===== config.mk =====
export PLATFORM = sky130hd
export DESIGN_NAME = flash_ctrl_top
export DESIGN_NICKNAME = d
export VERILOG_FILES = /design/src/rtl/flash_ctrl_pkg.sv /design/src/rtl/flash_pd_seq.sv /design/src/rtl/flash_cmd_fsm.sv /design/src/rtl/flash_op_engine.sv /design/src/rtl/flash_ctrl_top.sv
export SDC_FILE = /design/constraint.sdc
export NUM_CORES = 1
export LEC_CHECK = 0
export BUFFER_PORTS_ARGS = -buffer_cell sky130_fd_sc_hd__buf_4
export CORE_MARGIN = 10
export CORE_UTILIZATION = 35
export CTS_CLUSTER_SIZE = 28
export DETAILED_ROUTE_END_ITERATION = 10
export SYNTH_ARGS = -nofsm -noshare
export SYNTH_HDL_FRONTEND = slang
export SYNTH_SLANG_ARGS = --single-unit

===== constraint.sdc =====
create_clock -name clk -period 5.5 [get_ports clk]
set_input_delay 1.65 -clock clk [delete_from_list [all_inputs] [get_ports clk]]
set_output_delay 1.65 -clock clk [all_outputs]
set_load 0.01 [all_outputs]

===== src/rtl/flash_ctrl_pkg.sv =====
package flash_ctrl_pkg;

    typedef enum logic [1:0] {
        VIEW_ARRAY  = 2'd0,
        VIEW_IDENT  = 2'd1,
        VIEW_STATUS = 2'd2
    } view_e;

    typedef enum logic [1:0] {
        ARM_NONE  = 2'd0,
        ARM_ERASE = 2'd1,
        ARM_PROG  = 2'd2
    } arm_e;

    localparam logic [7:0] OPC_VIEW_ARRAY  = 8'hFF;
    localparam logic [7:0] OPC_VIEW_IDENT  = 8'h90;
    localparam logic [7:0] OPC_VIEW_STATUS = 8'h70;
    localparam logic [7:0] OPC_ARM_PROG    = 8'h40;
    localparam logic [7:0] OPC_ARM_ERASE   = 8'h20;
    localparam logic [7:0] OPC_CONFIRM     = 8'hD0;

    localparam logic [15:0] MAKER_CODE = 16'h005A;
    localparam logic [15:0] PART_CODE  = 16'h00C3;

endpackage


===== src/rtl/flash_pd_seq.sv =====
module flash_pd_seq #(
    parameter int MIN_PD = 4,
    parameter int T_READ = 3,
    parameter int T_CMD  = 6
) (
    input  logic clk,
    input  logic rst_n,
    input  logic pwr_n,
    output logic pd_o,
    output logic enter_o,
    output logic read_ok_o,
    output logic cmd_ok_o
);
    localparam int WMAX = (T_READ > T_CMD) ? T_READ : T_CMD;
    localparam int CW   = $clog2(WMAX + 1);
    localparam int LW   = (MIN_PD > 1) ? $clog2(MIN_PD) : 1;
    localparam logic [CW-1:0] WMAX_C  = CW'(WMAX);
    localparam logic [CW-1:0] TREAD_C = CW'(T_READ);
    localparam logic [CW-1:0] TCMD_C  = CW'(T_CMD);
    localparam logic [LW-1:0] LMAX_C  = LW'(MIN_PD - 1);

    typedef struct packed {
        logic          pd;
        logic          waking;
        logic [LW-1:0] lo;
        logic [CW-1:0] wc;
    } pd_state_t;

    pd_state_t s_q, s_d;
    logic enter;

    always_comb begin
        s_d   = s_q;
        enter = !pwr_n && !s_q.pd && (s_q.lo == LMAX_C);
        if (pwr_n) begin
            s_d.lo = '0;
        end else if (s_q.lo != LMAX_C) begin
            s_d.lo = s_q.lo + LW'(1);
        end
        if (enter) begin
            s_d.pd     = 1'b1;
            s_d.waking = 1'b0;
            s_d.wc     = '0;
        end else if (s_q.pd && pwr_n) begin
            s_d.pd     = 1'b0;
            s_d.waking = 1'b1;
            s_d.wc     = '0;
        end else if (s_q.waking) begin
            if (s_q.wc == WMAX_C) begin
                s_d.waking = 1'b0;
            end else begin
                s_d.wc = s_q.wc + CW'(1);
            end
        end
    end

    always_ff @(posedge clk or negedge rst_n) begin
        if (!rst_n) begin
            s_q <= '0;
        end else begin
            s_q <= s_d;
        end
    end

    assign pd_o      = s_q.pd;
    assign enter_o   = enter;
    assign read_ok_o = !s_q.pd && (!s_q.waking || (s_q.wc >= TREAD_C));
    assign cmd_ok_o  = !s_q.pd && (!s_q.waking || (s_q.wc >= TCMD_C));


    pd_after_low_chk: assert property (@(posedge clk) disable iff (!rst_n)
        $rose(s_q.pd) |-> $past(!pwr_n));


    wake_read_gate_chk: assert property (@(posedge clk) disable iff (!rst_n)
        $fell(s_q.pd) |-> !read_ok_o);


    cmd_after_read_chk: assert property (@(posedge clk) disable iff (!rst_n)
        cmd_ok_o && (T_CMD >= T_READ) |-> read_ok_o);

endmodule


===== src/rtl/flash_cmd_fsm.sv =====
module flash_cmd_fsm
    import flash_ctrl_pkg::*;
(
    input  logic       clk,
    input  logic       rst_n,
    input  logic       wr_stb_i,
    input  logic [7:0] cmd_i,
    input  logic       pd_enter_i,
    output view_e      view_o,
    output logic       start_erase_o,
    output logic       start_prog_o
);
    typedef struct packed {
        view_e view;
        arm_e  arm;
    } cmd_state_t;

    cmd_state_t s_q, s_d;
    logic start_erase, start_prog;

    always_comb begin
        s_d         = s_q;
        start_erase = 1'b0;
        start_prog  = 1'b0;
        if (pd_enter_i) begin
            s_d.view = VIEW_ARRAY;
            s_d.arm  = ARM_NONE;
        end else if (wr_stb_i) begin
            unique case (s_q.arm)
                ARM_PROG: begin
                    start_prog = 1'b1;
                    s_d.arm    = ARM_NONE;
                    s_d.view   = VIEW_STATUS;
                end
                ARM_ERASE: begin
                    s_d.arm = ARM_NONE;
                    if (cmd_i == OPC_CONFIRM) begin
                        start_erase = 1'b1;
                        s_d.view    = VIEW_STATUS;
                    end else begin
                        s_d.view = VIEW_ARRAY;
                    end
                end
                default: begin
                    case (cmd_i)
                        OPC_VIEW_ARRAY:  s_d.view = VIEW_ARRAY;
                        OPC_VIEW_IDENT:  s_d.view = VIEW_IDENT;
                        OPC_VIEW_STATUS: s_d.view = VIEW_STATUS;
                        OPC_ARM_PROG:    s_d.arm  = ARM_PROG;
                        OPC_ARM_ERASE:   s_d.arm  = ARM_ERASE;
                        default:         s_d      = s_q;
                    endcase
                end
            endcase
        end
    end

    always_ff @(posedge clk or negedge rst_n) begin
        if (!rst_n) begin
            s_q <= '{view: VIEW_ARRAY, arm: ARM_NONE};
        end else begin
            s_q <= s_d;
        end
    end

    assign view_o        = s_q.view;
    assign start_erase_o = start_erase;
    assign start_prog_o  = start_prog;


    pd_view_reset_chk: assert property (@(posedge clk) disable iff (!rst_n)
        pd_enter_i |=> (s_q.view == VIEW_ARRAY && s_q.arm == ARM_NONE));


    one_start_chk: assert property (@(posedge clk) disable iff (!rst_n)
        $onehot0({start_erase, start_prog}));

endmodule


===== src/rtl/flash_op_engine.sv =====
module flash_op_engine #(
    parameter int WORDS     = 16,
    parameter int DW        = 16,
    parameter int OP_CYCLES = 8
) (
    input  logic                       clk,
    input  logic                       rst_n,
    input  logic                       start_erase_i,
    input  logic                       start_prog_i,
    input  logic [$clog2(WORDS)-1:0]   prog_idx_i,
    input  logic [DW-1:0]              prog_data_i,
    input  logic                       pd_enter_i,
    input  logic                       read_ok_i,
    input  logic [$clog2(WORDS)-1:0]   rd_idx_i,
    output logic [DW-1:0]              rd_word_o,
    output logic                       busy_o,
    output logic                       ready_o
);
    localparam int IW = $clog2(WORDS);
    localparam int BW = $clog2(OP_CYCLES + 1);
    localparam logic [BW-1:0] OPC_C = BW'(OP_CYCLES);

    typedef struct packed {
        logic [BW-1:0] cnt;
        logic          erase;
        logic [IW-1:0] idx;
        logic [DW-1:0] data;
        logic          abort;
    } op_state_t;

    op_state_t  s_q, s_d;
    logic [DW-1:0] mem_q [WORDS];
    logic [DW-1:0] mem_d [WORDS];
    logic busy;

    assign busy = (s_q.cnt != '0);

    always_comb begin
        s_d = s_q;
        for (int i = 0; i < WORDS; i++) begin
            mem_d[i] = mem_q[i];
        end
        if (pd_enter_i && busy) begin
            s_d.cnt   = '0;
            s_d.abort = 1'b1;
        end else if (busy) begin
            s_d.cnt = s_q.cnt - BW'(1);
            if (s_q.cnt == BW'(1)) begin
                if (s_q.erase) begin
                    for (int i = 0; i < WORDS; i++) begin
                        mem_d[i] = '1;
                    end
                end else begin
                    mem_d[s_q.idx] = mem_q[s_q.idx] & s_q.data;
                end
            end
        end else if (start_erase_i || start_prog_i) begin
            s_d.cnt   = OPC_C;
            s_d.erase = start_erase_i;
            s_d.idx   = prog_idx_i;
            s_d.data  = prog_data_i;
        end
        if (!(pd_enter_i && busy) && s_q.abort && read_ok_i) begin
            s_d.abort = 1'b0;
        end
    end

    always_ff @(posedge clk or negedge rst_n) begin
        if (!rst_n) begin
            s_q <= '0;
            for (int i = 0; i < WORDS; i++) begin
                mem_q[i] <= '1;
            end
        end else begin
            s_q <= s_d;
            for (int i = 0; i < WORDS; i++) begin
                mem_q[i] <= mem_d[i];
            end
        end
    end

    assign rd_word_o = mem_q[rd_idx_i];
    assign busy_o    = busy;
    assign ready_o   = !busy && !s_q.abort;


    abort_hold_chk: assert property (@(posedge clk) disable iff (!rst_n)
        (pd_enter_i && busy) |=> (!busy && !ready_o));


    busy_countdown_chk: assert property (@(posedge clk) disable iff (!rst_n)
        (busy && !pd_enter_i) |=> (s_q.cnt == $past(s_q.cnt) - BW'(1)));


    abort_store_chk: assert property (@(posedge clk) disable iff (!rst_n)
        (pd_enter_i && busy && !s_q.erase) |=> $stable(mem_q[s_q.idx]));

endmodule


===== src/rtl/flash_ctrl_top.sv =====
module flash_ctrl_top
    import flash_ctrl_pkg::*;
#(
    parameter int AW        = 19,
    parameter int DW        = 16,
    parameter int WORDS     = 16,
    parameter int OP_CYCLES = 8,
    parameter int MIN_PD    = 4,
    parameter int T_READ    = 3,
    parameter int T_CMD     = 6
) (
    input  logic          clk,
    input  logic          rst_n,
    input  logic          chip_sel_n,
    input  logic          out_en_n,
    input  logic          wr_en_n,
    input  logic          pwr_n,
    input  logic [AW-1:0] addr,
    input  logic [DW-1:0] wdata,
    output logic [DW-1:0] rdata_o,
    output logic          rdata_oe_o,
    output logic          ready_o
);
    localparam int IW = $clog2(WORDS);

    typedef struct packed {
        logic          we_prev;
        logic          oe;
        logic [DW-1:0] data;
    } bus_state_t;

    bus_state_t s_q, s_d;

    logic pd, pd_enter, read_ok, cmd_ok;
    logic busy, ready;
    logic wr_stb, start_erase, start_prog;
    logic [DW-1:0] arr_word;
    view_e view;

    flash_pd_seq #(
        .MIN_PD (MIN_PD),
        .T_READ (T_READ),
        .T_CMD  (T_CMD)
    ) u_pd (
        .clk       (clk),
        .rst_n     (rst_n),
        .pwr_n     (pwr_n),
        .pd_o      (pd),
        .enter_o   (pd_enter),
        .read_ok_o (read_ok),
        .cmd_ok_o  (cmd_ok)
    );

    flash_cmd_fsm u_cmd (
        .clk           (clk),
        .rst_n         (rst_n),
        .wr_stb_i      (wr_stb),
        .cmd_i         (wdata[7:0]),
        .pd_enter_i    (pd_enter),
        .view_o        (view),
        .start_erase_o (start_erase),
        .start_prog_o  (start_prog)
    );

    flash_op_engine #(
        .WORDS     (WORDS),
        .DW        (DW),
        .OP_CYCLES (OP_CYCLES)
    ) u_op (
        .clk           (clk),
        .rst_n         (rst_n),
        .start_erase_i (start_erase),
        .start_prog_i  (start_prog),
        .prog_idx_i    (addr[IW-1:0]),
        .prog_data_i   (wdata),
        .pd_enter_i    (pd_enter),
        .read_ok_i     (read_ok),
        .rd_idx_i      (addr[IW-1:0]),
        .rd_word_o     (arr_word),
        .busy_o        (busy),
        .ready_o       (ready)
    );

    assign wr_stb = !chip_sel_n && !wr_en_n && s_q.we_prev && pwr_n &&
                    !pd && cmd_ok && ready;

    always_comb begin
        logic drive;
        logic [DW-1:0] word;
        s_d         = s_q;
        s_d.we_prev = wr_en_n;
        drive = !chip_sel_n && !out_en_n && wr_en_n && pwr_n && read_ok;
        unique case (view)
            VIEW_IDENT: begin
                if (addr == AW'(0)) begin
                    word = MAKER_CODE;
                end else if (addr == AW'(1)) begin
                    word = PART_CODE;
                end else begin
                    word = '0;
                end
            end
            VIEW_STATUS: word = {{(DW-8){1'b0}}, ready, 7'b0};
            default:     word = arr_word;
        endcase
        s_d.oe   = drive;
        s_d.data = drive ? word : '0;
    end

    always_ff @(posedge clk or negedge rst_n) begin
        if (!rst_n) begin
            s_q <= '{we_prev: 1'b1, oe: 1'b0, data: '0};
        end else begin
            s_q <= s_d;
        end
    end

    assign rdata_o    = s_q.data;
    assign rdata_oe_o = s_q.oe;
    assign ready_o    = ready;


    oe_high_release_chk: assert property (@(posedge clk) disable iff (!rst_n)
        out_en_n |=> !rdata_oe_o);


    cs_high_release_chk: assert property (@(posedge clk) disable iff (!rst_n)
        chip_sel_n |=> (!rdata_oe_o && rdata_o == '0));


    pd_release_chk: assert property (@(posedge clk) disable iff (!rst_n)
        pd |=> !rdata_oe_o);


    busy_write_ignore_chk: assert property (@(posedge clk) disable iff (!rst_n)
        busy |-> !wr_stb);

endmodule


## Yosys cells after proc, flatten, opt, wreduce, memory -nomap -nowiden

Index checks and enable logic that the tools add are counted.

| operators by class | value |
|---|---|
| add/sub/neg operators | 3 |
| $mul | 0 |
| divide/modulo/power cells | 0 |
| order comparisons | 5 |
| equality and inequality tests | 16 |
| shifts and indexed selects | 0 |
| muxes and demuxes | 43 |
| bitwise logic cells | 5 |
| reductions and logical operators | 47 |

Operator list:

| kind | number |
|---|---|
| bitwise mux 256 bit | 1 |
| 2-to-1 mux 256 bit | 1 |
| binary-select mux 16 bit (select 4 bit) | 2 |
| 2-to-1 mux 16 bit | 6 |
| demux 16 bit (select 4 bit) | 1 |
| case mux 16 bit (2 select lines) | 1 |
| 2-to-1 mux 25 bit | 1 |
| equality test 8 bit, second input constant | 3 |
| logical AND 1 bit | 20 |
| equality test 19 x 1 -> 1 bit, second input constant | 1 |
| zero test 19 bit | 1 |
| bitwise AND 16 bit | 1 |
| equality test 8 x 7 -> 1 bit, second input constant | 2 |
| 2-to-1 mux 4 bit | 4 |
| 2-to-1 mux 8 bit | 2 |
| 2-to-1 mux 1 bit | 13 |
| 2-to-1 mux 3 bit | 4 |
| >= comparator 5 bit, second input constant | 2 |
| inverter 4 -> 5 bit | 2 |
| zero test 1 bit | 9 |
| equality test 8 x 6 -> 1 bit, second input constant | 1 |
| 2-to-1 mux 2 bit | 4 |
| case mux 4 bit (2 select lines) | 1 |
| nonzero test 2 bit | 4 |
| other kinds (22) | 32 |

| word-level totals | value |
|---|---|
| flip-flop bits (word level) | 311 |
| latch bits | 0 |
| RAM bits | 0 |
| ROM bits | 0 |
| word-level logic and storage cells | 149 |
| memories kept | 0 |

## Logic depth before layout (Yosys ltp)

| logic depth | value |
|---|---|
| depth after elaboration | 13 |
| depth in mapped cells | 9 |
| depth with buffers taken out | 8 |

## Hierarchy

A second synthesis with hierarchy kept.

| unflattened totals | value |
|---|---|
| cells, all modules | 1549 |
| area total of the unflattened synthesis | 17924.7 µm² |

Modules (own cells, without submodules):

| module | times used | cells an instance | area each (µm²) | sequential area each (µm²) |
|---|---|---|---|---|
| flash_op_engine | 1 | 1392 | 16296.9 | 7377.1 |
| flash_ctrl_top | 1 | 79 | 857.1 | 451.7 |
| flash_pd_seq | 1 | 38 | 396.6 | 175.2 |
| flash_cmd_fsm | 1 | 40 | 374.1 | 100.1 |

## Worst setup path before layout

Ideal clock, no wire load.

| timing path | value |
|---|---|
| kind | input to register |
| from | input port wdata[1] |
| to | register u_op.s_q[10] in the netlist's numbering |
| library setup time | 0.125 ns |
| arrival | 3.175 ns |
| required time | 5.375 ns |
| setup slack | 2.200 ns |
| cell stages on the path | 6 |
| buffers on the path | 1 |
| cell sequence | or4_1 -> nor3_2 -> nor2_1 -> nor2_2 -> buf_6 -> mux2_2 |

| on the way | value |
|---|---|
| word-level cells in the longest chain between the ends | 7 |

Ends and longest elaborated chain:

| item | RTL line | RTL |
|---|---|---|
| from (decl) | flash_ctrl_top.sv:19 | `input logic [DW-1:0] wdata,` |
| equality test 8 bit | flash_cmd_fsm.sv:37 | `if (cmd_i == OPC_CONFIRM) begin` |
| 2-to-1 mux 1 bit | flash_cmd_fsm.sv:37 |  |
| 2-to-1 mux 1 bit | flash_cmd_fsm.sv:29 | `unique case (s_q.arm)` |
| 2-to-1 mux 1 bit | flash_cmd_fsm.sv:28 | `end else if (wr_stb_i) begin` |
| 2-to-1 mux 1 bit | flash_cmd_fsm.sv:25 | `if (pd_enter_i) begin` |
| logical OR 1 bit | flash_op_engine.sv:57 | `end else if (start_erase_i \|\| start_prog_i) begin` |
| AND reduction 3 bit (no line) | n/a |  |
| to (signal assigned) | flash_op_engine.sv:70 | `s_q <= '0;` |
| to (signal assigned) | flash_op_engine.sv:75 | `s_q <= s_d;` |
| to (decl) | flash_op_engine.sv:31 | `op_state_t s_q, s_d;` |

No other way between the ends.
A chain may end at the register's enable or synchronous reset.

## Worst setup path in the final report

| timing path | value |
|---|---|
| from | register u_op.s_q[22] in the netlist's numbering |
| to | output port ready_o |

| on the way | value |
|---|---|
| word-level cells in the longest chain between the ends | 3 |

Ends and longest elaborated chain:

| item | RTL line | RTL |
|---|---|---|
| nonzero test 4 bit | flash_op_engine.sv:36 | `assign busy = (s_q.cnt != '0);` |
| zero test 1 bit | flash_op_engine.sv:84 | `assign ready_o = !busy && !s_q.abort;` |
| logical AND 1 bit | flash_op_engine.sv:84 |  |
| to (decl) | flash_ctrl_top.sv:22 | `output logic ready_o` |

No other way between the ends.

==> summary.md <==
| Metric | Value |
|---|---|
| Outcome | `finished clean` |
| RSZ-0062 raised after global routing | `no` |
| Most used DFF post-synth | `dfstp_2` |
| Reg2Reg Depth | `6` |
| Cts bufs inserted | `35` |
| Fin Clk Skew | `0.0197 ns` |
| Routed Antenna Nets | `0` |
| Largest net degree at the start of global routing | `112` |
| IO Count | `59` |
| Proportion of layout cells with a drive suffix above 1 | `48.0%` |
| Post-CTS resize count | `0` |
| # diodes | `0` |
| Slew margin rel. | `22.0%` |
| CP Capture Type | `output port` |
| Core Area | `48600 sq um` |
| Final worst-path cycle share | `65.7%` |
| Peak Freq | `277 MHz` |
| HP Start | `u_op.mem_q[240]` |
| Worst Setup Slack, final | `1.88 ns` |
| GRT Total Usage | `18.3%` |
| Endpoints failing setup | `0` |
| Vias in the first global route | `12700` |
| Endpoint, Worst Hold | `u_op.mem_q[240]` |
| Post-Syn Area per Cell | `11.6 sq um` |
| CTS tree | `yes` |
| Setup TNS Final | `0 ns` |
| Final Hold Viols | `0` |
| # Max-Cap Violations | `0` |
| Ranking of synthesized cells by area | `dfstp_2 39%, mux4_2 15%, dfrtp_1 7.9%` |
| CTS Sinks | `311` |
| DRT Pass-1 Iters | `5` |
| Slowest-stage cell, CP | `or4_4` |
| Final worst path period need | `3.62 ns` |
| HP Class | `reg -> reg` |
| Via density | `5.87` |
| Post-DP HPWL | `32000 microns` |
| # Post-CTS Setup Buffers | `0` |
| Total placed cells including tap cells | `2070` |
| Final Non-Filler Cells | `2132` |
| Cell variety after synth | `58` |
| Hold Path Depth | `2` |
| Total number of vias | `12500` |
| Rows | `81` |
| PortBufs | `58` |
| R2r setup slk | `2.15 ns` |
| First-pass GRT wire length | `80600 microns` |
| Startpoint types | `flop` |
| Async S/R FF share, synth | `100%` |
| Worst vdd ir | `175 uV` |
| Most common cell after layout, fill and taps aside | `nor2_1` |
| Synth warn | `0` |
| CP Class | `reg -> out` |
| Die height | `241 microns` |
| Hold WS | `0.505 ns` |
| WL per Instance | `25.0 microns` |
| CP Buf/Inv Count | `1` |
| H-tree depth | `2` |
| Remaining global-route overflow | `0` |
| Synthesis-to-layout area growth | `11.3%` |
| Hold_buf cts | `0` |
| Pre-CTS WS | `1.61 ns` |
| Root buffer cell | `clkbuf_16` |
| Post-Syn Area | `17100 sq um` |
| Initial core utilization | `35.3%` |
| Dominant cell type by area after synthesis | `dfstp_2` |
| EDFF count, synth | `0` |
| Worst R2R End | `u_op.mem_q[118]` |
| Drt drc | `0` |
| Clock latency at the later pin of the worst-skew pair | `0.54 ns` |
| Slew @ Worst Pin | `1.17 ns` |
| LEAKAGE | `6.98 nW` |
| Crit Reg-Reg Startpoint | `u_op.s_q[17]` |
| Die width | `241 microns` |
| Drt total wl | `53300 microns` |
| Final Max Slew Viols | `0` |
| Final net count | `1534` |
| Cell Pwr Density | `301 nW/um^2` |
| Clock transition at path regs | `0.06 ns` |
| Largest fanout on the critical path | `7` |
| Clk buf depth | `3` |
| FF+latch count, synth | `311` |
| Critical path data arrival time | `1.97 ns` |
| Global placer's final weighted congestion | `0.844` |
| Most frequent cells in the layout | `286 x nor2_1, 257 x dfstp_2, 181 x a21oi_1, 111 x mux4_2, 91 x buf_4` |
| Crit path cell chain | `or4_4 -> nor2_2 -> buf_4` |
| Net Count, Synth | `1530` |
| Total die area | `58200 sq um` |
| First-iteration detailed-routing DRC count | `1069` |
| Share of the synthesized area in the top cell type | `39.4%` |
| CP delay by family, top | `simple AND/OR/NAND/NOR gates` |
| Antenna violations before repair | `1` |
| Register area share after synthesis | `47.3%` |
| Cells after Synth | `1481` |
| Worst path max stage delay | `0.57 ns` |
| Fin util | `39.2%` |
| Worst EP required | `3.85 ns` |
[metal layers]
layer  global-route usage [%]  part of all wire (%)  vias to the layer above
met4                     5.45                   2.5                        2
met3                     4.24                   8.6                       99
met5                        0                 0.024                        -
met2                     29.7                    47                      557
met1                     24.0                    42                     6524
li1                         -                     -                     5340
[area by class of cell]
| cell class | instances | area [sq um] |
|---|---|---|
| Fill cell | 4634 | 29600 |
| Multi-Input combinational cell | 1028 | 8190 |
| Sequential cell | 311 | 8110 |
| Clock buffer | 48 | 1010 |
| Tap cell | 622 | 778 |
| Timing Repair Buffer | 95 | 758 |
| Clock inverter | 14 | 181 |
| Inverter | 14 | 52.6 |
[worst max-delay path by stage]
stage,start,endpoint,slack (ns),cells after the start
finish,u_op.s_q[22],ready_o,1.88,3
global route,u_op.s_q[22],ready_o,1.82,3
CTS,u_op.s_q[22],ready_o,1.87,3
detailed placement,pwr_n,u_op.mem_q[110],1.61,7
global placement,wdata[1],u_op.s_q[11],1.63,7
floorplan,wdata[1],u_op.s_q[10],2.20,6
[report_power, final]
| part | total, mW | switching [mW] | internal, mW |
|---|---|---|---|
| Clock | 2.47 | 0.988 | 1.48 |
| Sequential | 2.54 | 0.0895 | 2.46 |
| Combinational | 0.730 | 0.425 | 0.305 |
| Total | 5.75 | 1.50 | 4.24 |
[logic make-up (layout without fill, tap and decap cells)]
group | Yosys count | in the layout | share of synthesized area [%]
DFF | 311 | 311 | 47.3
AOI/OAI and AO/OA | 379 | 379 | 15.5
buffers and inverters | 142 | 171 | 5.25
and+or+nand+nor | 467 | 467 | 12.9
muxes | 170 | 170 | 18.3
xor gates and xnor gates | 4 | 4 | 0.204
adders and majority gates | 8 | 8 | 0.584
[synthesized netlist by cell type (21+ instances only)]
| master | count |
|---|---|
| mux4_2 | 111 |
| dfstp_2 | 257 |
| clkbuf_1 | 26 |
| mux2_2 | 38 |
| a211oi_1 | 38 |
| nor2b_1 | 30 |
| dfrtp_1 | 54 |
| a21oi_1 | 181 |
| buf_4 | 31 |
| a21oi_2 | 90 |
| buf_6 | 21 |
| mux2i_1 | 21 |
| nand2_1 | 59 |
| buf_2 | 39 |
| nor2_1 | 296 |
[state kept, by name, summed over array words and instances, names as in the netlist]
register      count
u_pd.pd_o         1
u_op.s_q         26
u_op.mem_q      256
u_pd.s_q          6
rdata_oe_o        1
s_q               1
u_cmd.s_q         2
u_cmd.view_o      2
rdata_o          16
[tightest hold or removal path, stage by stage, from the launching register on]
cell and delay, ns:
dfstp_2 0.37, nor2_1 0.09, a21oi_1 0.04
[per-stage QoR]
step	instance area, sq um	total power, mW
after CTS	19100	5.79
after detailed placement	17900	3.31
after floorplan	17100	3.06
after global placement	17900	3.28
final	19100	5.75
after global routing	19100	5.97
Note: power is estimated with default switching activity, not from simulation.
